===== src/rtl/hpd_pkg.sv =====
package hpd_pkg;
  // Output phase of the regeneration unit
  typedef enum logic {
    PH_LOW  = 1'b0,
    PH_HIGH = 1'b1
  } phase_e;
endpackage


===== src/rtl/hpd_meter.sv =====
// Measures high and low run lengths of the input and holds the last completed ones.
module hpd_meter #(
  parameter int W = 16
) (
  input  logic         clk,
  input  logic         rst_n,
  input  logic         pin,
  output logic         pin_q,
  output logic         rise,
  output logic         fall,
  output logic         first_pass,
  output logic [W-1:0] hi_cnt,
  output logic [W-1:0] hi_len,
  output logic [W-1:0] lo_len
);
  localparam logic [W-1:0] CMAX = {W{1'b1}};
  localparam logic [W-1:0] ONE  = W'(1);

  logic [W-1:0] lo_cnt;
  logic [W-1:0] hi_cnt_n, lo_cnt_n;
  logic         hi_en, lo_en;

  assign rise = pin & ~pin_q;
  assign fall = ~pin & pin_q;

  // next-state and clock enables
  always_comb begin
    hi_en    = rise | (pin & pin_q & (hi_cnt != CMAX));
    hi_cnt_n = rise ? ONE : hi_cnt + ONE;
    lo_en    = fall | (~pin & ~pin_q & (lo_cnt != CMAX));
    lo_cnt_n = fall ? ONE : lo_cnt + ONE;
  end

  always_ff @(posedge clk or negedge rst_n) begin
    if (!rst_n) begin
      pin_q      <= 1'b0;
      first_pass <= 1'b1;
      hi_cnt     <= '0;
      lo_cnt     <= '0;
      hi_len     <= '0;
      lo_len     <= '0;
    end else begin
      pin_q <= pin;
      if (hi_en) hi_cnt <= hi_cnt_n;
      if (lo_en) lo_cnt <= lo_cnt_n;
      if (fall)  hi_len <= hi_cnt;
      if (rise)  lo_len <= lo_cnt;
      if (fall)  first_pass <= 1'b0;
    end
  end

  // a saturated high count holds while the input stays high
  p_hi_sat_r6: assert property (@(posedge clk) disable iff (!rst_n)
    (hi_cnt == CMAX && pin && pin_q) |=> (hi_cnt == CMAX));
  // same for the low count
  p_lo_sat_r6: assert property (@(posedge clk) disable iff (!rst_n)
    (lo_cnt == CMAX && !pin && !pin_q) |=> (lo_cnt == CMAX));
  // the latched high length changes only on a falling edge
  p_hi_len_hold_r4: assert property (@(posedge clk) disable iff (!rst_n)
    !fall |=> $stable(hi_len));
  // pass-through never comes back without a reset
  p_first_sticky_r5: assert property (@(posedge clk) disable iff (!rst_n)
    !first_pass |=> !first_pass);
endmodule


===== src/rtl/hpd_regen.sv =====
// Plays back output phases from the latched counts; loads only at phase ends.
module hpd_regen
  import hpd_pkg::*;
#(
  parameter int W = 16
) (
  input  logic         clk,
  input  logic         rst_n,
  input  logic         first_pass,
  input  logic         fall,
  input  logic [W-1:0] hi_cnt,
  input  logic [W-1:0] hi_len,
  input  logic [W-1:0] lo_len,
  output logic         gen_out
);
  localparam int RW = W + 1;
  localparam logic [RW-1:0] R_ONE = RW'(1);

  phase_e        ph, ph_n;
  logic [RW-1:0] rem, rem_n;
  logic          step_en;
  logic [RW-1:0] hi_span, lo_span, first_ext;

  assign hi_span   = {hi_len, 1'b0};
  assign lo_span   = (lo_len == '0) ? R_ONE : {1'b0, lo_len};
  assign first_ext = {1'b0, hi_cnt} - R_ONE;

  always_comb begin
    ph_n    = ph;
    rem_n   = rem;
    step_en = 1'b0;
    if (first_pass) begin
      if (fall) begin
        step_en = 1'b1;
        if (hi_cnt == W'(1)) begin
          ph_n  = PH_LOW;
          rem_n = lo_span;
        end else begin
          ph_n  = PH_HIGH;
          rem_n = first_ext;
        end
      end
    end else begin
      step_en = 1'b1;
      if (rem == R_ONE) begin
        if (ph == PH_HIGH) begin
          ph_n  = PH_LOW;
          rem_n = lo_span;
        end else begin
          ph_n  = PH_HIGH;
          rem_n = hi_span;
        end
      end else begin
        rem_n = rem - R_ONE;
      end
    end
  end

  always_ff @(posedge clk or negedge rst_n) begin
    if (!rst_n) begin
      ph  <= PH_LOW;
      rem <= '0;
    end else if (step_en) begin
      ph  <= ph_n;
      rem <= rem_n;
    end
  end

  assign gen_out = (ph == PH_HIGH);

  // a phase with cycles left keeps its level
  p_phase_hold_r7: assert property (@(posedge clk) disable iff (!rst_n)
    (!first_pass && rem > R_ONE) |=> (ph == $past(ph)));
  // the last cycle of a phase is followed by the other level
  p_phase_flip_r2: assert property (@(posedge clk) disable iff (!rst_n)
    (!first_pass && rem == R_ONE) |=> (ph != $past(ph)));
  // a new high phase takes twice the latched high count
  p_hi_load_r2: assert property (@(posedge clk) disable iff (!rst_n)
    (!first_pass && rem == R_ONE && ph == PH_LOW) |=> (rem == $past({hi_len, 1'b0})));
  // a low phase never starts empty
  p_lo_nonzero_r3: assert property (@(posedge clk) disable iff (!rst_n)
    (!first_pass && rem == R_ONE && ph == PH_HIGH) |=> (rem != '0));
endmodule


===== src/rtl/hpd_stretcher.sv =====
module hpd_stretcher #(
  parameter int CNT_W = 16
) (
  input  logic clk,
  input  logic rst_n,
  input  logic pulse_in,
  output logic pulse_out
);
  logic             pin_q, rise, fall, first_pass, gen_out;
  logic [CNT_W-1:0] hi_cnt, hi_len, lo_len;

  hpd_meter #(.W(CNT_W)) u_meter (
    .clk       (clk),
    .rst_n     (rst_n),
    .pin       (pulse_in),
    .pin_q     (pin_q),
    .rise      (rise),
    .fall      (fall),
    .first_pass(first_pass),
    .hi_cnt    (hi_cnt),
    .hi_len    (hi_len),
    .lo_len    (lo_len)
  );

  hpd_regen #(.W(CNT_W)) u_regen (
    .clk       (clk),
    .rst_n     (rst_n),
    .first_pass(first_pass),
    .fall      (fall),
    .hi_cnt    (hi_cnt),
    .hi_len    (hi_len),
    .lo_len    (lo_len),
    .gen_out   (gen_out)
  );

  // pass-through holds high through the first falling-edge cycle
  assign pulse_out = first_pass ? (pulse_in | pin_q) : gen_out;

  // the first output rise lines up with the input rise
  p_align_r5: assert property (@(posedge clk) disable iff (!rst_n)
    (first_pass && rise) |-> pulse_out);
  // the first falling-edge cycle keeps the output high
  p_fall_hold_r5: assert property (@(posedge clk) disable iff (!rst_n)
    (first_pass && fall) |-> pulse_out);
endmodule


===== config.mk =====
export PLATFORM = sky130hd
export DESIGN_NAME = hpd_stretcher
export DESIGN_NICKNAME = d
export VERILOG_FILES = /design/src/rtl/hpd_pkg.sv /design/src/rtl/hpd_meter.sv /design/src/rtl/hpd_regen.sv /design/src/rtl/hpd_stretcher.sv
export SDC_FILE = /design/constraint.sdc
export NUM_CORES = 1
export LEC_CHECK = 0
export BUFFER_PORTS_ARGS = -buffer_cell sky130_fd_sc_hd__buf_4
export CORE_UTILIZATION = 65
export CTS_CLUSTER_SIZE = 20
export DETAILED_ROUTE_END_ITERATION = 8
export MAX_ROUTING_LAYER = met4
export PLACE_DENSITY_LB_ADDON = 0.2
export SLEW_MARGIN = 0
export SYNTH_ARGS = -nofsm -noshare
export SYNTH_HDL_FRONTEND = slang
export SYNTH_SLANG_ARGS = --single-unit

===== constraint.sdc =====
create_clock -name clk -period 3.3 [get_ports clk]
set_input_delay 0.825 -clock clk [delete_from_list [all_inputs] [get_ports clk]]
set_output_delay 0.825 -clock clk [all_outputs]
set_load 0.02 [all_outputs]

Yosys cells after proc, flatten, opt, wreduce, memory -nomap -nowiden:

Cells that the tools add are included.

* add/subtract/negate cells: 4
* equal/unequal tests: 5
* mux-type cells: 16
* bitwise gates (word level): 11
* reductions and logical operators: 4

Operator list (count)
* 17-bit two-way mux: 5
* 16-bit two-way mux: 3
* 16-bit by 1-bit adder with 16-bit output (second input constant): 2
* 16-bit inequality test (second input constant): 2
* 17-bit by 1-bit == test with 1-bit output (second input constant): 1
* 16-bit by 1-bit subtractor with 17-bit output (second input constant): 1
* 17-bit by 1-bit subtractor with 17-bit output (second input constant): 1
* 16-bit by 1-bit == test with 1-bit output (second input constant): 1
* 16-bit zero test: 1
* 1-bit two-way mux: 8
* 1-bit bitwise AND: 6
* 1-bit OR: 3
* 3-bit AND reduction: 1
* 2-bit by 1-bit inequality test with 1-bit output (second input constant): 1
* 1-bit inverter: 2
* 2-bit AND reduction: 1
* 2-bit nonzero test: 1

* bits in registers: 84
* logic and storage cells: 48

Logic depth before layout (Yosys ltp):

Gate-level depths: netlist (run 1).

* depth after elaboration: 5
* mapped depth: 8
* gate-level depth less buffers: 7

Cells and area by module:

A second synthesis (run 1) with hierarchy kept.

* cell total of the unflattened synthesis: 594
* area total of the unflattened synthesis: 5151.2 um^2

Modules (own cells, without submodules)
* hpd_meter: instances 1, cells each 326, area each 3123.0 um^2, seq. area each 1652.8 um^2
* hpd_regen: instances 1, cells each 265, area each 2015.7 um^2, seq. area each 450.4 um^2
* hpd_stretcher: instances 1, cells each 3, area each 12.5 um^2, seq. area each 0.0 um^2

Least setup slack after synthesis (run 1):

No wires, ideal clock.

* kind: input to output
* from: input port pulse_in
* to: output port pulse_out
* arrival time: 1.841 ns
* required time: 2.475 ns
* path slack: 0.634 ns
* stages on the path: 4
* cell sequence: clkbuf_1 > buf_1 > nor2_1 > a21oi_1

* cells in the longest elaborated chain, start to end: 2

Ends and longest elaborated chain
* from (decl): line hpd_stretcher.sv:6 `input logic pulse_in,`
* 1-bit OR: line hpd_stretcher.sv:37 `assign pulse_out = first_pass ? (pulse_in | pin_q) : gen_out;`
* 1-bit two-way mux: line hpd_stretcher.sv:37
* to (decl): line hpd_stretcher.sv:7 `output logic pulse_out`

Every way passes these cells.

Final worst setup path (run 1):

* from: register u_meter.hi_cnt[9]
* to: register u_regen.rem[15]

* cells in the longest elaborated chain, start to end: 4
* elaborated cells between the ends (all ways): 5
* classes of those cells: add/sub: 1; eq/ne: 1; mux: 3

Ends and longest elaborated chain
* from (decl): line hpd_meter.sv:12 `output logic [W-1:0] hi_cnt,`
* from (signal assigned): line hpd_meter.sv:44 `if (hi_en) hi_cnt <= hi_cnt_n;`
* 16-bit by 1-bit subtractor with 17-bit output or 16-bit by 1-bit == test with 1-bit output (tied branches): line hpd_regen.sv:26, hpd_regen.sv:35
* 17-bit two-way mux (*): line hpd_regen.sv:35 `if (hi_cnt == W'(1)) begin`
* 17-bit two-way mux (*): line hpd_regen.sv:33 `if (fall) begin`
* 17-bit two-way mux (*): line hpd_regen.sv:32 `if (first_pass) begin`
* to (signal assigned): line hpd_regen.sv:65 `rem <= rem_n;`
* to (decl): line hpd_regen.sv:20 `logic [RW-1:0] rem, rem_n;`

Mark *: on every way between the ends. The rest lies on a longest branch, timed or not. The select of a mux whose other input is x is not followed.
A chain may end at the register's enable or synchronous reset.

==> results of run 1 <==
-- flip-flops by register name, summed over array words and instances, names as in the netlist --
name and cells:
u_meter.hi_cnt 16, u_regen.rem 17, u_meter.lo_len 16, u_meter.hi_len 16, u_meter.pin_q 1, u_meter.first_pass 1
u_meter.lo_cnt 16, u_regen.gen_out 1
-- worst min-delay path by stage --
stage                             from                  to  slack, ns  depth (start not counted)
floorplan           u_meter.hi_len[14]  u_meter.hi_len[14]       0.44                          2
global placement     u_meter.hi_len[3]   u_meter.hi_len[3]       0.46                          2
detailed placement   u_meter.hi_len[5]   u_meter.hi_len[5]       0.46                          2
CTS                  u_meter.hi_len[5]   u_meter.hi_len[5]       0.49                          2
global route         u_meter.hi_len[3]   u_meter.hi_len[3]       0.51                          2
finish              u_meter.hi_len[14]  u_meter.hi_len[14]       0.48                          2
-- final cells by class --
| cell class | instances | area, um2 |
|---|---|---|
| fillers | 605 | 2331 |
| flip-flops and latches | 84 | 2103 |
| well taps | 102 | 127.6 |
| clock buffers | 11 | 141.4 |
| multi-input cells | 447 | 2867 |
| repair buffers | 9 | 80.08 |
| inverters | 15 | 56.30 |
| clock inverters | 5 | 61.31 |
-- metrics by stage --
step	utilization (%)	cell area, um2
2_1_floorplan	-	5239
3_3_place_gp	67.38	5234
5_1_grt	69.99	5436
6_report	69.99	5436
3_5_place_dp	67.38	5234
4_1_cts	69.99	5436
-- power by group --
group	switching [uW]	total [uW]	internal, uW
Clock	380	754	374
Combinational	266	427	161
Sequential	120	1220	1100
Total	766	2400	1630
-- per-layer routing --
metal	vias to the layer above	part of all wire [%]
li1	2107	-
met4	0	2.9
met1	2217	45
met5	-	0
met2	187	46
met3	38	6.3
-- Yosys cell counts (3+ instances only) --
cell / instances / area, um2
a211o_1: 6 / 52.55
xor2_1: 6 / 52.55
xnor2_1: 18 / 157.7
nor3_1: 22 / 110.1
nand4b_1: 3 / 26.28
o21ai_1: 10 / 50.05
and3_1: 7 / 43.79
dfrtp_1: 83 / 2077
mux2i_1: 24 / 240.2
a21oi_1: 17 / 85.08
or4_1: 12 / 90.09
nor3b_1: 3 / 22.52
nor2_1: 33 / 123.9
o211ai_1: 10 / 75.07
inv_1: 15 / 56.30
a211oi_1: 4 / 30.03
nor4_2: 3 / 37.54
nand4_1: 12 / 75.07
o22ai_1: 3 / 18.77
or3_1: 7 / 43.79
a31oi_1: 4 / 25.02
nand2_1: 85 / 319.1
nor4_1: 15 / 93.84
and2_1: 5 / 31.28
clkbuf_1: 31 / 116.4
buf_1: 5 / 18.77
o22a_1: 3 / 26.28
o21bai_1: 4 / 30.03
nand3_1: 29 / 145.1
nand2b_1: 4 / 25.02
buf_2: 8 / 40.04
ha_1: 6 / 75.07
nor4b_1: 3 / 26.28
o21ai_0: 22 / 110.1
a32oi_1: 3 / 26.28
o31ai_1: 9 / 67.56
mux2_2: 17 / 191.4
-- critical path, stage by stage (launching register included) --
cell and delay (ns):
dfrtp_1 0.49, nor3_1 0.51, nand4_1 0.58, or2_1 0.62, a32oi_1 0.34, o31ai_1 0.12
-- kinds of logic after synthesis --
kind of cell             after synthesis  share of synthesized area, %
adder cells (fa/ha/maj)                6                         1.433
buffers and inverters                 63                         5.135
AO/OA/AOI/OAI                        119                         15.43
XOR/XNOR                              24                         4.012
flip-flops                            84                         40.15
multiplexers                          41                         8.240
AND/OR/NAND/NOR                      257                         25.60
==> summary.md, run 1 <==
| Metric | Value |
|---|---|
| Worst Setup End Kind | `flop` |
| Total power | `2396 uW` |
| Pre-CTS setup slack | `0.6180 ns` |
| Worst-Margin Slew | `1.064 ns` |
| Residual DRC | `0` |
| Core box area | `7767 um2` |
| Rel. slew slack | `29.08%` |
| Hold-fix buffers, CTS | `0` |
| Pwr/cell area | `440.8 nW/um2` |
| FF-to-FF Start | `u_meter.hi_cnt[9]` |
| WL/cell | `19.81 um` |
| # clock sinks | `84` |
| Met3 usage | `4.892%` |
| Final Non-Filler Cells | `673` |
| Die Area | `8423 um2` |
| Peak supply drop | `0.0002392 V` |
| Placed cells | `657` |
| Worst path arrival time | `3.01 ns` |
| First-pass GRT wire length | `22250 um` |
| Critical Path RT | `3.51 ns` |
| Die Wd | `91.78 um` |
| CTS Buffer Depth | `2` |
| Syn Nets | `603` |
| Initial antenna violation count | `0` |
| Worst r2r path cells | `5` |
| Most frequent cells in the layout | `nand2_1 (85), dfrtp_1 (83), nor2_1 (33), nand3_1 (29), mux2i_1 (24)` |
| Cell Area, Synth | `5239 um2` |
| GRT Overall Usage | `34.74%` |
| Antenna fix cells | `0` |
| Clock root buffer | `clkbuf_8` |
| I/O pin cnt | `4` |
| Synthesized area per cell | `8.819 um2` |
| Number of buffers created by CTS | `9` |
| Number of distinct library cells after synthesis | `69` |
| Setup_tns | `0 ns` |
| TritonCTS clock tree | `yes` |
| Largest net degree at the start of global routing | `85` |
| Initial DRC count | `393` |
| Final period util | `84.84%` |
| WS Path Type | `flop to flop` |
| GP Congestion | `0.9842` |
| Setup crit start | `u_meter.hi_cnt[9]` |
| Synthesis-to-layout area growth | `3.774%` |
| Hold slack | `0.4815 ns` |
| Outcome | `finished clean` |
| CP endpoint | `u_regen.rem[15]` |
| Final hold vios | `0` |
| Number of synthesized flops with an enable pin | `0` |
| Vias in the first global route | `4303` |
| Minimum clock period | `2.800 ns` |
| RSZ-0062 raised after global routing | `no` |
| Slew Limit Fails | `0` |
| Reg-to-reg slack, setup | `0.50 ns` |
| Setup bufs post-CTS | `0` |
| CTS H-tree lvls | `3` |
| Die H | `91.78 um` |
| Met2 usage | `52.19%` |
| Leakage | `0.002165 uW` |
| Final ANT Viol Nets | `0` |
| Total gr overflow | `0` |
| Post_cts resized | `0` |
| Via-per-instance ratio | `6.759` |
| Clock transition at path regs | `0.08 ns` |
| Ys async rst share | `100.0%` |
| Main flop type after synthesis | `dfrtp_1` |
| Max cap viols | `0` |
| Total number of vias | `4549` |
| Busiest layer in global routing | `met2` |
| FF-to-FF End | `u_regen.rem[15]` |
| Critical path peak fanout | `15` |
| Routed Wire Length | `13330 um` |
| Most common cell after layout, fill and taps aside | `nand2_1` |
| Site row count | `32` |
| PortBufs | `3` |
| Final Setup Violations | `0` |
| Met1 usage | `47.59%` |
| Setup ws final | `0.5001 ns` |
| Clock Skew | `0.008769 ns` |
| Drt first pass iters | `6` |
| Hold crit path type | `flop to flop` |
| Fraction of layout instances using a drive strength above 1 | `9.282%` |
| Fmax | `0.3572 GHz` |
| Synth Instances | `594` |
| Initial Util | `67.45%` |
| Worst setup SP type | `flop` |
| Syn. warnings | `0` |
| Post-synthesis sequential area ratio | `40.15%` |
| NumNets Final | `575` |
| Flops & latches, synth | `84` |
| DP Wirelength | `9319 um` |
| Worst-Skew Late Latency | `0.36 ns` |
(Power assumes the default switching activity.)
==> inputs of run 2 (changes only) <==
--- a/config.mk
+++ b/config.mk
@@ -6,7 +6,7 @@
 export NUM_CORES = 1
 export LEC_CHECK = 0
 export BUFFER_PORTS_ARGS = -buffer_cell sky130_fd_sc_hd__buf_4
-export CORE_UTILIZATION = 65
+export CORE_UTILIZATION = 58
 export CTS_CLUSTER_SIZE = 20
 export DETAILED_ROUTE_END_ITERATION = 8
 export MAX_ROUTING_LAYER = met4
==> constraint.sdc (replaced) <==
create_clock -name clk -period 2.43 [get_ports clk]
set_input_delay 0.6075 -clock clk [delete_from_list [all_inputs] [get_ports clk]]
set_output_delay 0.6075 -clock clk [all_outputs]
set_load 0.02 [all_outputs]
==> run 2 against run 1 <==
  * Sequential cell count is the same
  * Global-route usage down 1.9 points
  * Routed wire length grew 5.8%
  * Cell area grew 5.9%
  * Critical path depth increased by 1
  * First-iteration DRC count down 16%
  * Register-to-register slack got worse by 0.37 ns
  * Total power up 45%
  * Setup slack got worse by 0.37 ns
  * Clock power up 56%
==> summary.md, run 2 (synthesis gave the netlist of run 1 again) <==
| Metric | Value |
|---|---|
| RSZ-0062 raised after global routing | `no` |
| Fraction of layout instances using a drive strength above 1 | `15.30%` |
| Final period util | `94.45%` |
| Residual DRC | `0` |
| Critical Path RT | `2.69 ns` |
| Initial antenna violation count | `0` |
| FF-to-FF Start | `u_meter.hi_cnt[1]` |
| PortBufs | `3` |
| WS Path Type | `flop to flop` |
| Largest net degree at the start of global routing | `48` |
| CP max stage delay | `0.75 ns` |
| Antenna fix cells | `0` |
| FF-to-FF End | `u_meter.hi_cnt[4]` |
| Die Wd | `97.04 um` |
| Clock root buffer | `clkbuf_8` |
| Worst path cell trace | `ha_1 -> nand3_1 -> or4_1 -> o21bai_1 -> or3_1 -> nand3_1` |
| First-pass GRT wire length | `23680 um` |
| Slew Limit Fails | `0` |
| Max cap viols | `0` |
| Worst path top cell family by delay | `simple AND/OR/NAND/NOR gates` |
| Setup bufs post-CTS | `0` |
| Slowest CP cell | `or4_1` |
| CP bufs+invs | `0` |
| GP Congestion | `0.9382` |
| Peak supply drop | `0.0004638 V` |
| DP Wirelength | `10360 um` |
| Outcome | `finished clean` |
| Hold crit path type | `input pin to async pin` |
| TritonCTS clock tree | `yes` |
| Total number of vias | `4682` |
| Die H | `97.04 um` |
| Site row count | `34` |
| Rel. slew slack | `60.27%` |
| Most frequent cells in the layout | `nand2_1 (85), dfrtp_1 (83), buf_4 (45), nor2_1 (33), nand3_1 (29)` |
| Total gr overflow | `0` |
| Fmax | `0.4357 GHz` |
| CP most frequent cell | `nand3_1` |
| Critical path peak fanout | `11` |
| Number of buffers created by CTS | `9` |
| Via-per-instance ratio | `6.539` |
| Die Area | `9417 um2` |
| Reg-to-reg slack, setup | `0.13 ns` |
| Total power | `3481 uW` |
| Routed Wire Length | `14100 um` |
| Worst Setup End Kind | `flop` |
| Final hold vios | `0` |
| Worst r2r path cells | `6` |
| Initial DRC count | `332` |
| CTS Buffer Depth | `2` |
| Register with the most flip-flops | `u_regen.rem` |
| WL/cell | `19.69 um` |
| # fillers | `713` |
| GRT Overall Usage | `32.87%` |
| Final Setup Violations | `0` |
| # clock sinks | `84` |
| Final ANT Viol Nets | `0` |
| Synthesis-to-layout area growth | `9.912%` |
| Pwr/cell area | `604.6 nW/um2` |
| Worst path arrival time | `2.55 ns` |
| Leakage | `0.002364 uW` |
| Most common cell after layout, fill and taps aside | `nand2_1` |
| NumNets Final | `612` |
| Max FFs per register | `17` |
| Worst-Skew Late Latency | `0.38 ns` |
| CTS H-tree lvls | `3` |
| Clock transition at path regs | `0.10 ns` |
| Clock Skew | `0.01285 ns` |
| I/O pin cnt | `4` |
| Worst setup SP type | `flop` |
| Minimum clock period | `2.295 ns` |
| Drt first pass iters | `5` |
| Worst-Margin Slew | `0.5905 ns` |
| Vias in the first global route | `4562` |
| Setup_tns | `0 ns` |
| Initial Util | `60.07%` |
| Core box area | `8721 um2` |
## run 2: power by group
part	switching [uW]	internal [uW]
Clock	561	618
Sequential	120	1490
Combinational	407	286
Total	1090	2390
## run 2: how the worst max path moves through the flow
stage                            from  depth (start not counted)  slack [ns]           endpoint
floorplan                    pulse_in                          4        0.20          pulse_out
CTS                    u_regen.rem[4]                          6        0.05     u_regen.rem[4]
finish              u_meter.hi_cnt[1]                          6        0.13  u_meter.hi_cnt[4]
global placement       u_regen.rem[4]                          6        0.18     u_regen.rem[6]
detailed placement     u_regen.rem[4]                          6        0.08     u_regen.rem[4]
global route        u_meter.hi_cnt[1]                          6        0.01  u_meter.hi_cnt[4]
## run 2: through the flow
step                instances  worst slack [ns]  utilization [%]  hold slack [ns]  instance area, um2
global placement          700            0.1757            63.29           0.4593                5519
global route              716           0.01385            66.03           0.2300                5758
detailed placement        700           0.07677            63.29           0.4665                5519
CTS                       716           0.04861            65.94           0.2241                5751
finish                    716            0.1348            66.03           0.1922                5758
floorplan                 594            0.1989                -           0.3119                5239
## run 2: layout make-up
type                            count  area, um2  share of cell area [%]
Clock buffer                       10      137.6                   2.390
Clock inverter                      6      93.84                   1.630
Inverter                           15      56.30                  0.9778
Multi-Input combinational cell    447       2874                   49.91
Sequential cell                    84       2103                   36.53
Tap cell                          108      135.1                   2.347
Timing Repair Buffer               46      357.8                   6.215
## run 2: what timing repair did
item	4_1_cts	5_1_grt
gates resized for setup	0	3
hold buffers	0	0
setup endpoints to repair	0	2
## run 2: routing by layer
layer | global-route usage [%] | up-vias | routed length (um)
met5 | - | - | 0
met3 | 4.552 | 47 | 763
li1 | - | 2181 | -
met2 | 51.25 | 186 | 6651
met1 | 42.90 | 2268 | 6112
met4 | 14.81 | 0 | 573
==> inputs of run 3 (changes only) <==
--- a/config.mk
+++ b/config.mk
@@ -11,6 +11,7 @@
 export DETAILED_ROUTE_END_ITERATION = 8
 export MAX_ROUTING_LAYER = met4
 export PLACE_DENSITY_LB_ADDON = 0.2
+export RECOVER_POWER = 100
 export SLEW_MARGIN = 0
 export SYNTH_ARGS = -nofsm -noshare
 export SYNTH_HDL_FRONTEND = slang
==> run 3 against run 2 <==
  * Utilization is 0.67 points lower
  * Largest cell class unchanged
  * Critical path depth is the same
  * Register-to-register slack improved by 0.03 ns
  * Largest power group unchanged
  * Count of clock-buffer cells in the layout unchanged
==> summary.md, run 3 (synthesis gave the netlist of run 1 again) <==
| Metric | Value |
|---|---|
| Rel. slew slack | `30.67%` |
| Clock Skew | `0.01119 ns` |
| Pwr/cell area | `607.3 nW/um2` |
| Setup_tns | `0 ns` |
| Synthesis-to-layout area growth | `8.789%` |
| Critical Path RT | `2.70 ns` |
| Max FFs per register | `17` |
| Net Sw Frac | `31.30%` |
| Outcome | `finished clean` |
| Hold slack | `0.3664 ns` |
| TritonCTS clock tree | `yes` |
| Minimum clock period | `2.269 ns` |
| Core box area | `8721 um2` |
| FF-to-FF End | `u_regen.rem[9]` |
| FF-to-FF Start | `u_meter.hi_cnt[7]` |
| Worst Setup End Kind | `flop` |
| Vias in the first global route | `4562` |
| Fraction of layout instances using a drive strength above 1 | `13.82%` |
| First-pass GRT wire length | `23680 um` |
| Final period util | `93.36%` |
| WL/cell | `19.76 um` |
| Clk pwr share | `34.1%` |
| Die Wd | `97.04 um` |
| WS Path Type | `flop to flop` |
| GP Congestion | `0.9382` |
| CTS H-tree lvls | `3` |
| Placed cells | `700` |
| Drt first pass iters | `5` |
| Worst path arrival time | `2.54 ns` |
| Number of buffers created by CTS | `9` |
| Leakage | `0.002327 uW` |
| Register with the most flip-flops | `u_regen.rem` |
| Most frequent cells in the layout | `nand2_1 (85), dfrtp_1 (83), buf_4 (35), nor2_1 (33), nand3_1 (29)` |
| Sequential power share | `46.5%` |
| Max cap viols | `0` |
| Internal | `2378 uW` |
| CTS Buffer Depth | `2` |
| Combinational Power Share | `19.5%` |
| Via-per-instance ratio | `6.589` |
| Clock root buffer | `clkbuf_8` |
| DP Wirelength | `10360 um` |
| Die H | `97.04 um` |
| Reg-to-reg slack, setup | `0.16 ns` |
| Largest net degree at the start of global routing | `48` |
| Final Non-Filler Cells | `716` |
| Setup bufs post-CTS | `0` |
| Site row count | `34` |
| GRT Overall Usage | `32.87%` |
| I/O pin cnt | `4` |
| NumNets Final | `612` |
| Hold crit path type | `input pin to async pin` |
| Worst-Margin Slew | `1.040 ns` |
| Total power | `3461 uW` |
| # clock sinks | `84` |
| Final hold vios | `0` |
| Initial Util | `60.07%` |
| PortBufs | `3` |
| Fmax | `0.4408 GHz` |
| Final ANT Viol Nets | `0` |
| Total gr overflow | `0` |
| Slew Limit Fails | `0` |
| Worst r2r path cells | `6` |
| Residual DRC | `0` |
| Peak supply drop | `0.0004637 V` |
| Critical path peak fanout | `8` |
| Die Area | `9417 um2` |
| Initial DRC count | `334` |
| Final Setup Violations | `0` |
| RSZ-0062 raised after global routing | `no` |
| Initial antenna violation count | `0` |
| Routed Wire Length | `14150 um` |
| Worst-Skew Late Latency | `0.38 ns` |
| Worst setup SP type | `flop` |
| Clock transition at path regs | `0.10 ns` |
| Switching power | `1083 uW` |
| Antenna fix cells | `0` |
| Total number of vias | `4718` |
| Most common cell after layout, fill and taps aside | `nand2_1` |
==> run 3: metrics by stage <==
step	setup slack, ns	cell area [um2]	util, %
final	0.1614	5699	65.35
after global routing	0.02919	5699	65.35
after CTS	0.04861	5751	65.94
after detailed placement	0.07677	5519	63.29
after global placement	0.1757	5519	63.29
after floorplan	0.1989	5239	-
==> run 3: power groups by stage <==
stage	Clock [uW]	Combinational, uW	Sequential (uW)
after floorplan	0	463	1580
after global placement	0	660	1630
after detailed placement	0	678	1630
after CTS	1190	681	1600
after global routing	1250	739	1630
final	1180	673	1610
==> run 3: layer usage <==
layer,track usage (%),part of all wire (%)
met4,14.81,3.8
met2,51.25,47
met5,-,0
met3,4.552,5.4
met1,42.90,43
==> run 3: final cells by class <==
class / instances / area [um2]
clock buffers: 10 / 137.6
clock inverters: 6 / 93.84
fillers: 731 / 3022
inverters: 15 / 56.30
multi-input cells: 447 / 2864
flip-flops and latches: 84 / 2103
well taps: 108 / 135.1
repair buffers: 46 / 309.0
==> run 3: worst max path at each step <==
stage / from / endpoint / slack, ns
6_report: u_meter.hi_cnt[7] / u_regen.rem[9] / 0.16
4_1_cts: u_regen.rem[4] / u_regen.rem[4] / 0.05
3_5_place_dp: u_regen.rem[4] / u_regen.rem[4] / 0.08
2_1_floorplan: pulse_in / pulse_out / 0.20
5_1_grt: u_meter.hi_cnt[7] / u_regen.rem[5] / 0.03
3_3_place_gp: u_regen.rem[4] / u_regen.rem[6] / 0.18
==> run 3: critical path: stages (launching register included) <==
cell	delay (ns)
dfrtp_1	0.44
or4_1	0.71
clkbuf_1	0.26
nor3_1	0.25
xnor2_1	0.14
a21oi_1	0.11
a211o_1	0.26
==> run 3: timing repair <==
action / CTS / global route
setup endpoints to repair: 0 / 2
resized for setup: 0 / 3
hold buffers: 0 / 0
